$ cat config.mk
export PLATFORM = sky130hd
export DESIGN_NAME = i2c_eeprom_slave
export DESIGN_NICKNAME = d
export VERILOG_FILES = /design/src/rtl/ee_pkg.sv /design/src/rtl/ee_sync.sv /design/src/rtl/ee_bus_events.sv /design/src/rtl/ee_store.sv /design/src/rtl/i2c_eeprom_slave.sv
export SDC_FILE = /design/constraint.sdc
export NUM_CORES = 2
export LEC_CHECK = 0
export BUFFER_PORTS_ARGS = -buffer_cell sky130_fd_sc_hd__buf_2
export CAP_MARGIN = 20
export CORE_ASPECT_RATIO = 2
export CORE_MARGIN = 3
export CORE_UTILIZATION = 45
export DETAILED_ROUTE_END_ITERATION = 7
export PLACE_DENSITY = 0.59
export SETUP_SLACK_MARGIN = 0.4
export SLEW_MARGIN = 20
export SYNTH_ARGS = -nofsm -noshare
export SYNTH_HDL_FRONTEND = slang
export SYNTH_SLANG_ARGS = --single-unit
$ cat constraint.sdc
create_clock -name clk -period 3 [get_ports clk]
set_input_delay 0.15 -clock clk [delete_from_list [all_inputs] [get_ports clk]]
set_output_delay 0.15 -clock clk [all_outputs]
set_load 0.05 [all_outputs]
$ cat src/rtl/ee_pkg.sv
package ee_pkg;

    localparam logic [3:0] DEV_CODE = 4'b1010;
    localparam int         BYTE_W   = 8;

    typedef enum logic [2:0] {
        ST_IDLE,
        ST_CTRL,
        ST_ADDR,
        ST_WDAT,
        ST_ACK,
        ST_RD,
        ST_RACK
    } ee_state_e;

endpackage

$ cat src/rtl/ee_sync.sv
module ee_sync #(
    parameter int WIDTH  = 2,
    parameter int STAGES = 2
) (
    input  logic             clk,
    input  logic             rst_n,
    input  logic [WIDTH-1:0] d_i,
    output logic [WIDTH-1:0] q_o
);

    generate
        for (genvar b = 0; b < WIDTH; b++) begin : g_bit
            logic [STAGES-1:0] chain_d, chain_q;

            always_comb begin
                chain_d = {chain_q[STAGES-2:0], d_i[b]};
            end

            always_ff @(posedge clk or negedge rst_n) begin
                if (!rst_n) chain_q <= '1;
                else        chain_q <= chain_d;
            end

            assign q_o[b] = chain_q[STAGES-1];
        end
    endgenerate

endmodule

$ cat src/rtl/ee_bus_events.sv
module ee_bus_events (
    input  logic clk,
    input  logic rst_n,
    input  logic scl_s_i,
    input  logic sda_s_i,
    output logic rise_o,
    output logic fall_o,
    output logic start_o,
    output logic stop_o
);

    typedef struct packed {
        logic scl;
        logic sda;
    } prev_t;

    prev_t prev_d, prev_q;

    always_comb begin
        prev_d.scl = scl_s_i;
        prev_d.sda = sda_s_i;
    end

    always_ff @(posedge clk or negedge rst_n) begin
        if (!rst_n) prev_q <= '{scl: 1'b1, sda: 1'b1};
        else        prev_q <= prev_d;
    end

    assign rise_o  = !prev_q.scl &&  scl_s_i;
    assign fall_o  =  prev_q.scl && !scl_s_i;
    assign start_o =  prev_q.scl &&  scl_s_i &&  prev_q.sda && !sda_s_i;
    assign stop_o  =  prev_q.scl &&  scl_s_i && !prev_q.sda &&  sda_s_i;

endmodule

$ cat src/rtl/ee_store.sv
module ee_store #(
    parameter int ADDR_W      = 7,
    parameter int PAGE_W      = 3,
    parameter int PROG_CYCLES = 5000
) (
    input  logic                     clk,
    input  logic                     rst_n,
    input  logic                     buf_we_i,
    input  logic [PAGE_W-1:0]        buf_idx_i,
    input  logic [7:0]               buf_data_i,
    input  logic                     discard_i,
    input  logic                     commit_i,
    input  logic [ADDR_W-PAGE_W-1:0] page_i,
    input  logic [ADDR_W-1:0]        rd_addr_i,
    output logic [7:0]               rd_data_o,
    output logic                     busy_o
);

    localparam int DEPTH = 1 << ADDR_W;
    localparam int PAGE  = 1 << PAGE_W;
    localparam int TMR_W = $clog2(PROG_CYCLES + 1);

    logic [7:0]        mem_q  [DEPTH];
    logic [7:0]        pbuf_q [PAGE];
    logic [PAGE-1:0]   pval_d, pval_q;
    logic [TMR_W-1:0]  tmr_d, tmr_q;
    logic              commit_go;

    assign busy_o    = (tmr_q != '0);
    assign commit_go = commit_i && (pval_q != '0) && !busy_o;
    assign rd_data_o = mem_q[rd_addr_i];

    always_comb begin
        pval_d = pval_q;
        tmr_d  = tmr_q;
        if (busy_o) tmr_d = tmr_q - 1'b1;
        if (commit_go) begin
            tmr_d  = TMR_W'(PROG_CYCLES);
            pval_d = '0;
        end else if (discard_i || commit_i) begin
            pval_d = '0;
        end else if (buf_we_i) begin
            pval_d[buf_idx_i] = 1'b1;
        end
    end

    always_ff @(posedge clk or negedge rst_n) begin
        if (!rst_n) begin
            pval_q <= '0;
            tmr_q  <= '0;
        end else begin
            pval_q <= pval_d;
            tmr_q  <= tmr_d;
        end
    end

    always_ff @(posedge clk) begin
        if (buf_we_i) pbuf_q[buf_idx_i] <= buf_data_i;
    end

    always_ff @(posedge clk or negedge rst_n) begin
        if (!rst_n) begin
            for (int i = 0; i < DEPTH; i++) mem_q[i] <= '0;
        end else if (commit_go) begin
            for (int i = 0; i < PAGE; i++) begin
                if (pval_q[i]) mem_q[{page_i, PAGE_W'(i)}] <= pbuf_q[i];
            end
        end
    end

    AST_COMMIT_NOT_BUSY: assert property (@(posedge clk) disable iff (!rst_n)
        (commit_i && pval_q != '0) |-> !busy_o);

    AST_BUSY_HOLDS: assert property (@(posedge clk) disable iff (!rst_n)
        (tmr_q > TMR_W'(1)) |=> busy_o);

endmodule

$ cat src/rtl/i2c_eeprom_slave.sv
module i2c_eeprom_slave #(
    parameter int ADDR_W      = 7,
    parameter int PAGE_W      = 3,
    parameter int PROG_CYCLES = 5000,
    parameter int SYNC_STAGES = 2
) (
    input  logic       clk,
    input  logic       rst_n,
    input  logic       scl_i,
    input  logic       sda_i,
    input  logic [2:0] csel_i,
    input  logic       wp_i,
    output logic       sda_oe_o
);
    import ee_pkg::*;

    localparam int HI_W = ADDR_W - PAGE_W;

    typedef struct packed {
        ee_state_e          st;
        ee_state_e          nxt;
        logic [3:0]         bitcnt;
        logic [7:0]         sh;
        logic               oe;
        logic [ADDR_W-1:0]  ptr;
        logic               mack;
    } fsm_t;

    fsm_t q, n;

    logic [1:0]        sync_s;
    logic              scl_s, sda_s;
    logic              ev_rise, ev_fall, ev_start, ev_stop;
    logic              buf_we, discard, commit, busy;
    logic [7:0]        rd_data;
    logic              ctrl_hit;

    ee_sync #(.WIDTH(2), .STAGES(SYNC_STAGES)) u_sync (
        .clk   (clk),
        .rst_n (rst_n),
        .d_i   ({scl_i, sda_i}),
        .q_o   (sync_s)
    );
    assign scl_s = sync_s[1];
    assign sda_s = sync_s[0];

    ee_bus_events u_ev (
        .clk     (clk),
        .rst_n   (rst_n),
        .scl_s_i (scl_s),
        .sda_s_i (sda_s),
        .rise_o  (ev_rise),
        .fall_o  (ev_fall),
        .start_o (ev_start),
        .stop_o  (ev_stop)
    );

    ee_store #(.ADDR_W(ADDR_W), .PAGE_W(PAGE_W), .PROG_CYCLES(PROG_CYCLES)) u_store (
        .clk        (clk),
        .rst_n      (rst_n),
        .buf_we_i   (buf_we),
        .buf_idx_i  (q.ptr[PAGE_W-1:0]),
        .buf_data_i (q.sh),
        .discard_i  (discard),
        .commit_i   (commit),
        .page_i     (q.ptr[ADDR_W-1:PAGE_W]),
        .rd_addr_i  (q.ptr),
        .rd_data_o  (rd_data),
        .busy_o     (busy)
    );

    assign ctrl_hit = (q.sh[7:4] == DEV_CODE) && (q.sh[3:1] == csel_i);
    assign sda_oe_o = q.oe;

    always_comb begin
        n       = q;
        buf_we  = 1'b0;
        discard = 1'b0;
        commit  = 1'b0;

        if (ev_start) begin
            n.st     = ST_CTRL;
            n.bitcnt = '0;
            n.oe     = 1'b0;
            discard  = 1'b1;
        end else if (ev_stop) begin
            n.st    = ST_IDLE;
            n.oe    = 1'b0;
            commit  = !wp_i;
            discard = wp_i;
        end else begin
            unique case (q.st)
                ST_IDLE: ;
                ST_CTRL, ST_ADDR, ST_WDAT: begin
                    if (ev_rise) begin
                        n.sh     = {q.sh[6:0], sda_s};
                        n.bitcnt = q.bitcnt + 1'b1;
                    end else if (ev_fall && q.bitcnt == 4'd8) begin
                        n.st = ST_ACK;
                        n.oe = 1'b1;
                        if (q.st == ST_CTRL) begin
                            n.nxt = q.sh[0] ? ST_RD : ST_ADDR;
                            if (!ctrl_hit || busy) begin
                                n.st = ST_IDLE;
                                n.oe = 1'b0;
                            end
                        end else if (q.st == ST_ADDR) begin
                            n.ptr = q.sh[ADDR_W-1:0];
                            n.nxt = ST_WDAT;
                        end else begin
                            buf_we = 1'b1;
                            n.ptr  = {q.ptr[ADDR_W-1:PAGE_W], q.ptr[PAGE_W-1:0] + 1'b1};
                            n.nxt  = ST_WDAT;
                        end
                    end
                end
                ST_ACK: begin
                    if (ev_fall) begin
                        n.oe     = 1'b0;
                        n.bitcnt = '0;
                        if (q.nxt == ST_RD) begin
                            n.st  = ST_RD;
                            n.sh  = rd_data;
                            n.oe  = !rd_data[7];
                            n.ptr = q.ptr + 1'b1;
                        end else begin
                            n.st = q.nxt;
                        end
                    end
                end
                ST_RD: begin
                    if (ev_rise) begin
                        n.bitcnt = q.bitcnt + 1'b1;
                    end else if (ev_fall) begin
                        if (q.bitcnt == 4'd8) begin
                            n.oe = 1'b0;
                            n.st = ST_RACK;
                        end else begin
                            n.sh = {q.sh[6:0], 1'b0};
                            n.oe = !q.sh[6];
                        end
                    end
                end
                ST_RACK: begin
                    if (ev_rise) begin
                        n.mack = !sda_s;
                    end else if (ev_fall) begin
                        if (q.mack) begin
                            n.st     = ST_RD;
                            n.bitcnt = '0;
                            n.sh     = rd_data;
                            n.oe     = !rd_data[7];
                            n.ptr    = q.ptr + 1'b1;
                        end else begin
                            n.st = ST_IDLE;
                        end
                    end
                end
                default: n.st = ST_IDLE;
            endcase
        end
    end

    always_ff @(posedge clk or negedge rst_n) begin
        if (!rst_n) begin
            q <= '{st: ST_IDLE, nxt: ST_IDLE, bitcnt: '0, sh: '0,
                   oe: 1'b0, ptr: '0, mack: 1'b0};
        end else begin
            q <= n;
        end
    end

    AST_CTRL_MISMATCH_NACK: assert property (@(posedge clk) disable iff (!rst_n)
        (q.st == ST_CTRL && ev_fall && !ev_start && !ev_stop && q.bitcnt == 4'd8 && !ctrl_hit) |=> !sda_oe_o);

    AST_BUSY_NACK: assert property (@(posedge clk) disable iff (!rst_n)
        (q.st == ST_CTRL && ev_fall && !ev_start && !ev_stop && q.bitcnt == 4'd8 && busy) |=> !sda_oe_o);

    AST_PAGE_STAYS: assert property (@(posedge clk) disable iff (!rst_n)
        buf_we |=> q.ptr[ADDR_W-1:PAGE_W] == $past(q.ptr[ADDR_W-1:PAGE_W]));

    AST_RELEASE_ON_NACK: assert property (@(posedge clk) disable iff (!rst_n)
        (q.st == ST_RACK && ev_fall && !ev_start && !ev_stop && !q.mack) |=> !sda_oe_o);

    AST_WP_NO_PROG: assert property (@(posedge clk) disable iff (!rst_n)
        (ev_stop && wp_i && !busy) |=> !busy);

    AST_OE_RISE_SCL_LOW: assert property (@(posedge clk) disable iff (!rst_n)
        $rose(sda_oe_o) |-> !scl_s);

endmodule

# [Word-level counts from Yosys, hierarchy flattened]
# Memories as Yosys holds them, arrays and structs flattened.
# Cells that the tools add are included.
[word_totals] ff_bits=1078 ramBits=64 input_bits=8 out_inout_bits=1 word_cells=370 n_memories=1
[memory_table] name="u_store.pbuf_q" depth=8 word_bits=8 rd=8 rd_ports_with_merged_regs=0 wr=1 line="ee_store.sv:24" rtl="logic [7:0] pbuf_q [PAGE];"
[classes] n_addsub=4 order_cmp=19 n_eq_ne=40 mux=102 bitwise_logic=13 n_reduce_logical=49
[op_table] op="$mux 1024" count=15
[op_table] op="$bwmux 1024" count=8
[op_table] op="$demux 8 s7" count=8
[op_table] op="$mux 8" count=16
[op_table] op="$mux 20" count=4
[op_table] op="$ge 8x8->1 const B" count=9
[op_table] op="$not 7->8" count=9
[op_table] op="$lt 8x1->1 const B" count=8
[op_table] op="$bmux 8 s7" count=1
[op_table] op="$pmux 13 s4" count=1
[op_table] op="$mux 3" count=14
[op_table] op="$ne 4x4->1 const B" count=9
[op_table] op="$ne 2x2->1 const B" count=14
[op_table] op="$mux 13" count=2
[op_table] op="$mux 12" count=2
[op_table] op="$reduce_and 12->1" count=2
[op_table] op="$ne 3x3->1 const B" count=7
[op_table] op="$pmux 7 s3" count=1
[op_table] op="$logic_and 1x1->1" count=20
[op_table] op="$mux 1" count=19
[op_table] op="$mux 9" count=2
[op_table] op="$reduce_and 9->1" count=2
[op_table] op="$mux 16" count=1
[op_table] op="$pmux 3 s5" count=1
[op_table] op="other kinds (32)" count=52

# [Longest topological paths before layout]
[depth] word_depth=28 depth_mapped=13

# [By module]
# A second synthesis with hierarchy kept.
[unflattened] cells_unflattened=3106 area_unflattened_um2=51260.4
[modules_own_cells] mod="ee_store" instances=1 cells_each=2879 area_each_um2=49187.2 seq_area_each_um2=28071.9
[modules_own_cells] mod="i2c_eeprom_slave" instances=1 cells_each=215 area_each_um2=1868.0 seq_area_each_um2=675.6
[modules_own_cells] mod="ee_sync" instances=1 cells_each=6 area_each_um2=120.1 seq_area_each_um2=105.1
[modules_own_cells] mod="ee_bus_events" instances=1 cells_each=6 area_each_um2=85.1 seq_area_each_um2=52.6

# [Least setup slack after synthesis]
# No wires, ideal clock.
[synth_path] path_type="register -> register" from="register u_store.tmr_q[5]" to="register u_store.mem_q[840] (netlist bit)" setup_ps=125 arrival_ps=2772 required_ps=2875 path_slack_ps=104 stages_incl_launch_ff=11 synth_period_minus_slack_ps=2896 cell_sequence="dfrtp_1 > or4_4 > nor4_2 > nor4b_4 > nand3b_4 > nor2_4 > buf_6 > nand2_4 > buf_6 > nor2_8 > mux2_2"
[synth_via] elab_chain_len=3
[synth_lines] item="start, declared" line="ee_store.sv:26" rtl="logic [TMR_W-1:0] tmr_d, tmr_q;"
[synth_lines] item="start signal, assigned" line="ee_store.sv:53" rtl="tmr_q <= tmr_d;"
[synth_lines] item="$reduce_bool 13->1" line="ee_store.sv:29" rtl="assign busy_o = (tmr_q != '0);"
[synth_lines] item="$logic_not 1->1" line="ee_store.sv:30" rtl="assign commit_go = commit_i && (pval_q != '0) && !busy_o;"
[synth_lines] item="$logic_and 1x1->1" line="ee_store.sv:30"
[synth_lines] item="end signal, assigned by index" line="ee_store.sv:66" rtl="if (pval_q[i]) mem_q[{page_i, PAGE_W'(i)}] <= pbuf_q[i];"
[synth_lines] item="end, declared" line="ee_store.sv:23" rtl="logic [7:0] mem_q [DEPTH];"
# Every way passes these cells.
# A chain may end at the register's enable or synchronous reset.

# [Worst setup path in the final report]
[layout_path] from="register q[3] (netlist bit)" to="register q[13] (netlist bit)"
[layout_via] elab_chain_len=8
[layout_lines] item="start, declared" line="i2c_eeprom_slave.sv:29" rtl="fsm_t q, n;"
[layout_lines] item="start signal, assigned" line="i2c_eeprom_slave.sv:166" rtl="q <= '{st: ST_IDLE, nxt: ST_IDLE, bitcnt: '0, sh: '0,"
[layout_lines] item="start signal, assigned" line="i2c_eeprom_slave.sv:169" rtl="q <= n;"
[layout_lines] item="$not 7->8 (implied by the code) (*)" line="ee_store.sv:31" rtl="assign rd_data_o = mem_q[rd_addr_i];"
[layout_lines] item="$bmux 8 s7 (*)" line="ee_store.sv:31"
[layout_lines] item="$mux 8 (implied by the code) (*) (2 in a row)" line="ee_store.sv:31"
[layout_lines] item="$mux 20" line="i2c_eeprom_slave.sv:148" rtl="if (q.mack) begin"
[layout_lines] item="$mux 20" line="i2c_eeprom_slave.sv:147" rtl="end else if (ev_fall) begin"
[layout_lines] item="$mux 20" line="i2c_eeprom_slave.sv:145" rtl="if (ev_rise) begin"
[layout_lines] item="$pmux 13 s4 (*)" line="i2c_eeprom_slave.sv:92" rtl="unique case (q.st)"
# Every way passes the cells marked *; elsewhere a longest branch is shown, timed or not. The select of a mux whose other input is x is not followed.

==> results.md <==
- Status: complete, but fails checks
- Failing checks: negative setup slack
- Mux cell area share after synthesis: 26.2%
- RePlAce Congestion: 1.04
- R2R setup slack: -0.11 ns
- Max-Cap Viols: 0
- Hold Crit Class: input pin to flip-flop
- GR Util All Layers: 42.7%
- Final Hold Fails: 0
- Mapped Area: 51700 µm²
- XOR/XNOR Fraction of Synth Area: 0.152%
- Critical path type: flip-flop to flip-flop
- Root buffer cell: clkbuf_16
- Worst-Skew Late Latency: 0.74 ns
- DRT antenna net count: 0
- CP arrival: 3.73 ns
- Post-Synthesis Cells: 3675
- Crit path launch type: flip-flop
- Nets: 4225
- Final Cell Area: 67000 µm²
- Synth Net Count: 3688
- Die width: 246 µm
- Via count: 41004
- Relative slew slack: 4.04%
- Required time worst endpoint: 3.63 ns
- Area share of the largest cell type after synthesis: 51.9%
- Setup TNS: -20.89 ns
- Crit end category: flip-flop
- IO Pins: 9
- Largest family of logic cells by synthesized area: multiplexers
- Longest Clk Path Bufs: 3
- Register area share after synthesis: 55.9%
- Largest net degree at the start of global routing: 105
- Synth Area in Adders: 0.121%
- Routed met2 length: 116000 µm
- Gr ovfl total: 0
- Critical Path Fanout Max: 15
- Final Util: 58.9%
- Starting Density: 45.4%
- Synth top area cells: dfrtp_1 (52%), mux2_2 (21%), edfxtp_1 (3.7%)
- Initial drt markers: 4938
- Simple-gate share of the synthesized area: 6.08%
- Setup WS post-layout: -0.108 ns
- Detail Placement HPWL: 169000 µm
- Post-synth top cells: dfrtp_1 (1072), mux2_2 (967), a221oi_1 (204), clkbuf_1 (157), nand2_1 (136)
- RSZ-0062 raised after global routing: yes
- Yosys cell types: 78
- Port Buf Inserts: 8
- H-tree levels: 3
- Clock Sinks: 1142
- Total power: 31.1 mW
- Die height: 485 µm
- Count leader, synth: dfrtp_1
- Fin crit period: 3.11 ns
- Syn_area_per_cell: 14.1 µm²
- Pwr dens: 464 nW/µm²
- Asr flop ratio synth: 94.4%
- Main synth FF type: dfrtp_1
- Placed cell areas: 59400 µm²
- Number of global-route vias before repair: 40663
- YS warnings: 0
- Layout cells sized above 1: 51.1%
- DRC Markers: 0
- Final setup fails: 683
- Total CTS buffers: 102
- WL/cell: 43.7 µm
- Max Slew Vio Count: 0
- Max VDD drop: 0.454 mV
- Synthesis-to-layout area growth: 29.6%
- Total Wirelength: 255000 µm
- Post-synthesis compound-gate area fraction: 9.48%
- CTS clk-pin slew, worst paths: 0.07 ns
- Layout Skew: 0.0266 ns
- Static leakage: 30.8 nW
- M1 wire length: 83700 µm
- Worst-margin pin slew: 1.44 ns
- Initial antenna violation count: 35
- F_max: 322 MHz
- EDFF count, synth: 64
- Fin crit share: 104%
- First-pass GRT wire length: 345000 µm
- Core Area: 114000 µm²
- Via density: 7.02
- CTS tree: built
- Die Footprint: 119000 µm²
- Yosys reg bits: 1142
- Initial DRT Pass Iterations: 8
- DR top layer: met5
- Area leader, netlist: dfrtp_1
- Worst slack at placement: -0.440 ns
- # rows: 175
- Met3 routed WL: 26600 µm
-- state kept, by name, summed over array words and instances, names as in the netlist --
| register | flops |
|---|---|
| u_store.mem_q | 1024 |
| u_store.pbuf_q | 64 |
| q | 26 |
| u_store.tmr_q | 13 |
| u_store.pval_q | 8 |
| u_sync.g_bit.chain_q | 4 |
| u_ev.prev_q | 2 |
| sda_oe_o | 1 |
-- stage by stage --
| stage | hold WS (ns) | instances |
|---|---|---|
| after floorplan | -0.146 | 3675 |
| after global placement | 0.176 | 5543 |
| after detailed placement | 0.181 | 5546 |
| after CTS | 0.143 | 5785 |
| after global routing | 0.138 | 5806 |
| final | 0.155 | 5841 |
-- placed cells by master, fill, tap and decap left out, drive strengths merged, types with 10 or more instances in the layout --
master / count
o21ai: 84
nand2: 143
nor2: 221
mux2: 1027
a221oi: 204
nor2b: 17
nor3: 27
a22oi: 103
buf: 663
clkbuf: 141
a31oi: 20
a221o: 18
nor4: 10
bufinv: 14
o22ai: 22
a21oi: 63
mux2i: 32
nand3: 21
a22o: 21
o31ai: 15
o211ai: 20
o221ai: 10
diode: 40
mux4: 73
dfrtp: 1072
edfxtp: 64
clkinv: 31
inv: 20
-- power by group --
group          switching [mW]  internal [mW]  total [mW]
Combinational           0.552          0.263       0.815
Clock                    6.37           8.05        14.4
Sequential              0.213           15.7        15.9
-- worst paths after layout --
check / start / end / depth (start not counted)
max: q[3] / q[13] / 11
min: sda_i / u_sync.g_bit[0].chain_q[0] / 2
max reg2reg: q[3] / q[13] / 11
min reg2reg: u_sync.g_bit[0].chain_q[0] / u_sync.g_bit[0].chain_q[1] / 0
max in group asynchronous: rst_n / u_store.mem_q[327] / 4
min in group asynchronous: rst_n / u_store.mem_q[125] / 3
-- worst max-delay path: stages (launching register included) --
cell and delay [ns]:
dfrtp_4 0.51, buf_8 0.19, nor3b_2 0.09, buf_6 0.21, buf_4 0.21, a221oi_1 0.24
o21ai_0 0.16, a21oi_1 0.22, o221ai_1 0.20, o311a_1 0.28, a311o_1 0.37, a221o_1 0.29
-- layout make-up --
class	count	area, µm²
flip-flops and latches	1142	28900
repair buffers	672	7570
inverters	18	70.1
fillers	9009	46800
clock buffers	138	2920
well taps	1504	1880
diodes	40	100
clock inverters	51	654
multi-input cells	2276	24900
-- metal layers --
layer	track usage [%]	vias up
met5	0	-
met2	64.0	3207
met1	47.6	21522
li1	-	15060
met4	40.6	10
met3	13.5	1205
-- cell families (layout without fill, tap and decap cells) --
family | after synthesis | in the layout
mux | 1132 | 1132
xor+xnor | 9 | 9
buf+inv | 259 | 879
compound gates | 650 | 650
other cells | 0 | 40
simple gates | 478 | 480
flops | 1142 | 1142
fa+ha+maj | 5 | 5
-- repair_timing --
action / 4_1_cts / 5_1_grt
gates resized for setup: 378 / 423
endpoints found under the setup margin: 1104 / 1113
hold endpoints to repair: 197 / 0
buffers inserted: 41 / 13
cloned: 3 / 3
hold buffers: 6 / 0
pin swaps: 58 / 78
Power figures use the tool's default switching activity.
